### src/rtl/zbt_pkg.sv
package zbt_pkg;
  typedef enum logic {ORD_LINEAR = 1'b0, ORD_INTERLEAVE = 1'b1} burst_order_e;

  function automatic logic [1:0] burst_index(input logic [1:0] start,
                                             input logic [1:0] step,
                                             input burst_order_e order);
    if (order == ORD_INTERLEAVE) return start ^ step;
    return start + step;
  endfunction
endpackage

### src/rtl/zbt_sleep_sync.sv
module zbt_sleep_sync #(
  parameter int WAKE_CYC = 2
) (
  input  logic clk,
  input  logic rst_n,
  input  logic sleep,
  output logic blocked
);
  localparam int CW = $clog2(WAKE_CYC + 1);

  logic         s1_q, s2_q;
  logic [CW-1:0] wake_q;

  always_ff @(posedge clk or negedge rst_n) begin
    if (!rst_n) begin
      s1_q   <= 1'b0;
      s2_q   <= 1'b0;
      wake_q <= '0;
    end else begin
      s1_q <= sleep;
      s2_q <= s1_q;
      if (s2_q) wake_q <= CW'(WAKE_CYC);
      else if (wake_q != '0) wake_q <= wake_q - 1'b1;
    end
  end

  assign blocked = s2_q || (wake_q != '0);
endmodule

### src/rtl/zbt_access_ctrl.sv
module zbt_access_ctrl
  import zbt_pkg::*;
#(
  parameter int ADDR_W = 6
) (
  input  logic              clk,
  input  logic              rst_n,
  input  logic              cen_n,
  input  logic              sel,
  input  logic              wr_n,
  input  logic              adv_ld,
  input  logic              mode,
  input  logic              blocked,
  input  logic [ADDR_W-1:0] addr,
  output logic              cur_valid,
  output logic              cur_write,
  output logic [ADDR_W-1:0] cur_addr,
  output logic              wr_fire
);
  logic [ADDR_W-3:0] hi_q;
  logic [1:0]        start_q, step_q;
  burst_order_e      order_q;

  always_ff @(posedge clk or negedge rst_n) begin
    if (!rst_n) begin
      cur_valid <= 1'b0;
      cur_write <= 1'b0;
      hi_q      <= '0;
      start_q   <= '0;
      step_q    <= '0;
      order_q   <= ORD_LINEAR;
    end else if (!cen_n) begin
      if (blocked) begin
        cur_valid <= 1'b0;
      end else if (!adv_ld) begin
        if (sel) begin
          cur_valid <= 1'b1;
          cur_write <= ~wr_n;
          hi_q      <= addr[ADDR_W-1:2];
          start_q   <= addr[1:0];
          step_q    <= '0;
          order_q   <= burst_order_e'(mode);
        end else begin
          cur_valid <= 1'b0;
        end
      end else if (cur_valid) begin
        step_q <= step_q + 2'd1;
      end
    end
  end

  assign cur_addr = {hi_q, burst_index(start_q, step_q, order_q)};
  assign wr_fire  = !cen_n && !blocked && cur_valid && cur_write;
endmodule

### src/rtl/zbt_lane_array.sv
module zbt_lane_array #(
  parameter int ADDR_W = 6,
  parameter int LANES  = 4,
  parameter int LANE_W = 9
) (
  input  logic                    clk,
  input  logic                    wr_fire,
  input  logic [LANES-1:0]        bws_n,
  input  logic [ADDR_W-1:0]       addr,
  input  logic [LANES*LANE_W-1:0] wdata,
  output logic [LANES*LANE_W-1:0] rdata
);
  localparam int DEPTH = 1 << ADDR_W;

  for (genvar g = 0; g < LANES; g++) begin : g_lane
    logic [LANE_W-1:0] store [DEPTH];

    always_ff @(posedge clk) begin
      if (wr_fire && !bws_n[g]) store[addr] <= wdata[g*LANE_W +: LANE_W];
    end

    assign rdata[g*LANE_W +: LANE_W] = store[addr];
  end
endmodule

### src/rtl/zbt_ft_sram.sv
module zbt_ft_sram
  import zbt_pkg::*;
#(
  parameter int ADDR_W   = 6,
  parameter int LANES    = 4,
  parameter int BYTE_W   = 8,
  parameter int WAKE_CYC = 2,
  localparam int LANE_W  = BYTE_W + 1,
  localparam int WORD_W  = LANES * LANE_W
) (
  input  logic              clk,
  input  logic              rst_n,
  input  logic              cen_n,
  input  logic              sel1_n,
  input  logic              sel2,
  input  logic              sel3_n,
  input  logic              wr_n,
  input  logic              adv_ld,
  input  logic [LANES-1:0]  bws_n,
  input  logic              mode,
  input  logic              oe_n,
  input  logic              sleep,
  input  logic [ADDR_W-1:0] addr,
  input  logic [WORD_W-1:0] din,
  output logic [WORD_W-1:0] dout,
  output logic              dout_en
);
  logic              blocked;
  logic              sel;
  logic              cur_valid, cur_write, wr_fire;
  logic [ADDR_W-1:0] cur_addr;

  assign sel = !sel1_n && sel2 && !sel3_n;

  zbt_sleep_sync #(.WAKE_CYC(WAKE_CYC)) sleep_i (
    .clk(clk), .rst_n(rst_n), .sleep(sleep), .blocked(blocked)
  );

  zbt_access_ctrl #(.ADDR_W(ADDR_W)) ctrl_i (
    .clk(clk), .rst_n(rst_n), .cen_n(cen_n), .sel(sel), .wr_n(wr_n),
    .adv_ld(adv_ld), .mode(mode), .blocked(blocked), .addr(addr),
    .cur_valid(cur_valid), .cur_write(cur_write), .cur_addr(cur_addr),
    .wr_fire(wr_fire)
  );

  zbt_lane_array #(.ADDR_W(ADDR_W), .LANES(LANES), .LANE_W(LANE_W)) array_i (
    .clk(clk), .wr_fire(wr_fire), .bws_n(bws_n), .addr(cur_addr),
    .wdata(din), .rdata(dout)
  );

  assign dout_en = cur_valid && !cur_write && !oe_n && !blocked;
endmodule

### config.mk
export PLATFORM = sky130hd
export DESIGN_NAME = zbt_ft_sram
export DESIGN_NICKNAME = d
export VERILOG_FILES = /design/src/rtl/zbt_pkg.sv /design/src/rtl/zbt_sleep_sync.sv /design/src/rtl/zbt_access_ctrl.sv /design/src/rtl/zbt_lane_array.sv /design/src/rtl/zbt_ft_sram.sv
export SDC_FILE = /design/constraint.sdc
export NUM_CORES = 2
export LEC_CHECK = 0
export BUFFER_PORTS_ARGS = -buffer_cell sky130_fd_sc_hd__clkbuf_2
export CORE_MARGIN = 5
export CORE_UTILIZATION = 47
export CTS_CLUSTER_DIAMETER = 30
export DETAILED_ROUTE_END_ITERATION = 7
export GPL_ROUTABILITY_DRIVEN = 0
export SLEW_MARGIN = 20
export SYNTH_ARGS = -nofsm -noshare
export SYNTH_HDL_FRONTEND = slang
export SYNTH_SLANG_ARGS = --single-unit
### constraint.sdc
create_clock -name clk -period 10.4 [get_ports clk]
set_clock_uncertainty 0.05 [all_clocks]
set_input_delay 0.52 -clock clk [delete_from_list [all_inputs] [get_ports clk]]
set_output_delay 0.52 -clock clk [all_outputs]
set_load 0.01 [all_outputs]
==> implementation parameters <==
Parameter                              Value

Outcome
  Status    finished clean

Power
  Switching component of the power    8060 µW
  Combinational Power Share    0.161
  Internal Pwr Total    21,900 µW
  Switching Share    0.270
  Pwr Density    255 mW/mm²
  Maximum VDD drop    236 µV
  Share of power burned in the clock network    0.493
  Leakage power summed over all cells    0.0382 µW
  Sequential cell fraction of total power    0.345

Floorplan
  Core ar.    0.204 mm²
  Row cnt    166
  Die Outline Area    ~0.21 mm²
  Die X    463 µm
  Vert. Die Dim    463 µm
  I/O pin count    94
  Initial Utilization    0.472

Timing
  Unrepaired setup endpoints after global routing    false
  Slew at the pin closest to its max-slew limit    1.42 ns
  Worst slew slack as a fraction of its limit    0.0564
  Min cycle time layout    7.09 ns
  Fin crit share    0.682
  Pins over their slew limit    0
  Final setup viols    0
  Maximum operating frequency    141 MHz
  Final sum of negative setup slack    0 ns
  Endpoints failing hold    0

Yosys
  Synth unique cells    52
  Synth Area per Inst    15.3 µm²
  Synthesis warning total    0
  Netlist Area Pre-Place    0.0965 mm²
  Async S/R FF share, synth    0.00647
  Cell count after synthesis    6,300
  Most used flip-flop cell after synthesis    sky130_fd_sc_hd__edfxtp_1
  Net count after synthesis    6,359
  Number of enable flip-flop cells after synthesis    2,304
  Synthesis-stage register bit count    2,319
  Portion of the post-synthesis area used by sequential elements    0.721

CTS
  Clock tree buffer depth    4
  Clk Latency, worst-skew pair    around 0.96 ns
  Post-CTS Resized    0
  H-tree depth reported by CTS    5
  Clock sink total    2,319
  CTS clk-pin slew, worst paths    0.05 ns
  TritonCTS Buffers    458
  Buffer type at the clock tree root    sky130_fd_sc_hd__clkbuf_16
  TritonCTS clock tree    done

Placed design
  Inst Count DP    8,910
  Cell Area, Placed    0.101 mm²
  Number of buffers added on ports    slightly above 90
  DP Wirelength    173 mm

Hold path
  Worst min path class    in2reg

Layout
  Commonest cells after routing, fill and taps aside    2,304 x sky130_fd_sc_hd__edfxtp_1, 846 x sky130_fd_sc_hd__nand2_1, 649 x sky130_fd_sc_hd__nor3_1
  Post-route cell area    0.117 mm²
  Filler cells    about 15,000
  Footprint of the flip-flops and latches    0.0696 mm²
  Share of final-layout standard cells stronger than drive strength 1    0.235
  Leading cell type in the layout, fill and taps excluded    sky130_fd_sc_hd__edfxtp_1
  Number of cells in the finished layout apart from fillers    9,763
  Layout net count    6,756
  Area of the multi-input gates    0.0252 mm²
  Area Overhead vs Synth    21.5%
  Core utilization of the finished layout    0.574

Route
  Drt via density    6.43
  Count of vias placed by the detailed router    approximately 63,000
  Post-route ant nets    0
  Detailed Route Iter0 Violations    approximately 8,300
  DR DRC count    0
  Aggregate routed wire length    299 mm
  Number of iterations in the first detailed-routing pass    5
  Wire length per cell    30.6 µm

GRT
  Aggregate global routing overflow    0
  Vias in the first global route    61,075
  First-pass GRT wire length    431 mm
  Initial antenna violation count    11
  Gr usage total    0.273
  Maximum number of pins on one net before global-route repair    200

Worst setup path
  Worst endpoint data arrival time    6.52 ns
  Critical path fanouts, max    50
  Capturing element type of the critical path    output port
  Startpoint types    register
  Critical Path RT    9.83 ns
  Worst Setup Path Type    reg2out

Run
  Max-capacitance violation count    0
[critical path, cell delays in order (launching register included)]
cell	delay (ns)
sky130_fd_sc_hd__dfrtp_1	0.44
sky130_fd_sc_hd__ha_4	0.78
sky130_fd_sc_hd__buf_4	0.59
sky130_fd_sc_hd__buf_4	0.77
sky130_fd_sc_hd__buf_4	0.64
sky130_fd_sc_hd__mux4_2	0.60
sky130_fd_sc_hd__nand2_1	0.11
sky130_fd_sc_hd__a21oi_1	0.11
sky130_fd_sc_hd__nor4_1	0.83
sky130_fd_sc_hd__nand4_1	0.36
sky130_fd_sc_hd__clkbuf_2	0.23
[Yosys cell counts, types with 34 or more instances]
cell type	n	area (µm²)
sky130_fd_sc_hd__a311oi_1	144	1260
sky130_fd_sc_hd__mux2_2	99	1110
sky130_fd_sc_hd__mux4_2	298	6710
sky130_fd_sc_hd__nand4_1	37	231
sky130_fd_sc_hd__a21oi_1	244	1220
sky130_fd_sc_hd__edfxtp_1	2304	69200
sky130_fd_sc_hd__clkbuf_1	407	1530
sky130_fd_sc_hd__o21ai_0	119	596
sky130_fd_sc_hd__o221ai_1	172	1510
sky130_fd_sc_hd__mux2i_1	99	991
sky130_fd_sc_hd__nand2_1	853	3200
sky130_fd_sc_hd__o22ai_1	130	813
sky130_fd_sc_hd__buf_2	80	400
sky130_fd_sc_hd__nand3_1	34	170
sky130_fd_sc_hd__nor4_1	78	488
sky130_fd_sc_hd__buf_1	50	188
sky130_fd_sc_hd__a211oi_1	63	473
sky130_fd_sc_hd__a31oi_1	141	882
sky130_fd_sc_hd__nor2_1	78	293
sky130_fd_sc_hd__nor3_1	670	3350
[per-layer routing]
metal,part of all wire,GRT usage,wire length [µm],vias to the layer above
met2,0.45,0.412,136000,3704
met5,0.00013,0,38,-
li1,-,-,-,26444
met1,0.39,0.384,118000,31981
met3,0.11,0.0653,32800,645
met4,0.043,0.110,12800,6
[state kept, by name, indices dropped and copies added (netlist names)]
signal                flops
ctrl_i.cur_valid          1
sleep_i.s2_q              1
ctrl_i.cur_write          1
ctrl_i.order_q            1
sleep_i.s1_q              1
sleep_i.wake_q            2
ctrl_i.hi_q               4
ctrl_i.step_q             2
ctrl_i.start_q            2
array_i.g_lane.store   2304
[layout make-up]
cell class,count,area share
clock inverters,327,0.0320
repair buffers,479,0.0301
well taps,2688,0.0287
inverters,5,0.000203
multi-input cells,3434,0.215
clock buffers,507,0.101
flip-flops and latches,2319,0.593
diodes,4,0.0000854
[timing repair]
| item | CTS | global route |
|---|---|---|
| setup buffers | 0 | 0 |
| hold buffers | 14 | 0 |
| hold endpoints to repair | 27 | 0 |
[final timing paths]
path | from | to | slack, ns | cells after the start
setup / recovery | ctrl_i.step_q[0] | dout[16] | 3.31 | 10
hold / removal | din[28] | array_i.g_lane[3].store[22][1] | 0.09 | 1
setup reg to reg | ctrl_i.step_q[0] | array_i.g_lane[1].store[26][3] | 5.14 | 10
hold reg to reg | sleep_i.s1_q | sleep_i.s2_q | 0.33 | 0
max in group asynchronous | rst_n | ctrl_i.hi_q[0] | 8.78 | 4
min in group asynchronous | rst_n | ctrl_i.hi_q[1] | 0.58 | 3
[metrics by stage]
stage	power, µW	worst slack, ns	hold slack [ns]
after global placement	15300	4.24	0.310
final	29900	3.31	0.0881
after detailed placement	15300	4.19	0.327
after CTS	30000	3.20	0.0306
after floorplan	13400	6.82	0.174
after global routing	30800	3.03	0.0720
[power groups by stage]
stage / clock (µW) / combinational [µW] / sequential [µW]
final: 14800 / 4820 / 10300
after floorplan: 0 / 2920 / 10500
after global placement: 0 / 4750 / 10500
after global routing: 15400 / 5080 / 10300
after CTS: 14900 / 4820 / 10300
after detailed placement: 0 / 4800 / 10500
[kinds of logic after synthesis]
family	Yosys count	share of synthesized area
flip-flops	2319	0.721
AND/OR/NAND/NOR	1806	0.0846
AO/OA/AOI/OAI	1125	0.0798
buffers and inverters	547	0.0225
multiplexers	496	0.0914
XOR/XNOR	5	0.000726
adder cells (fa/ha/maj)	2	0.000259
(Power assumes the default switching activity.)
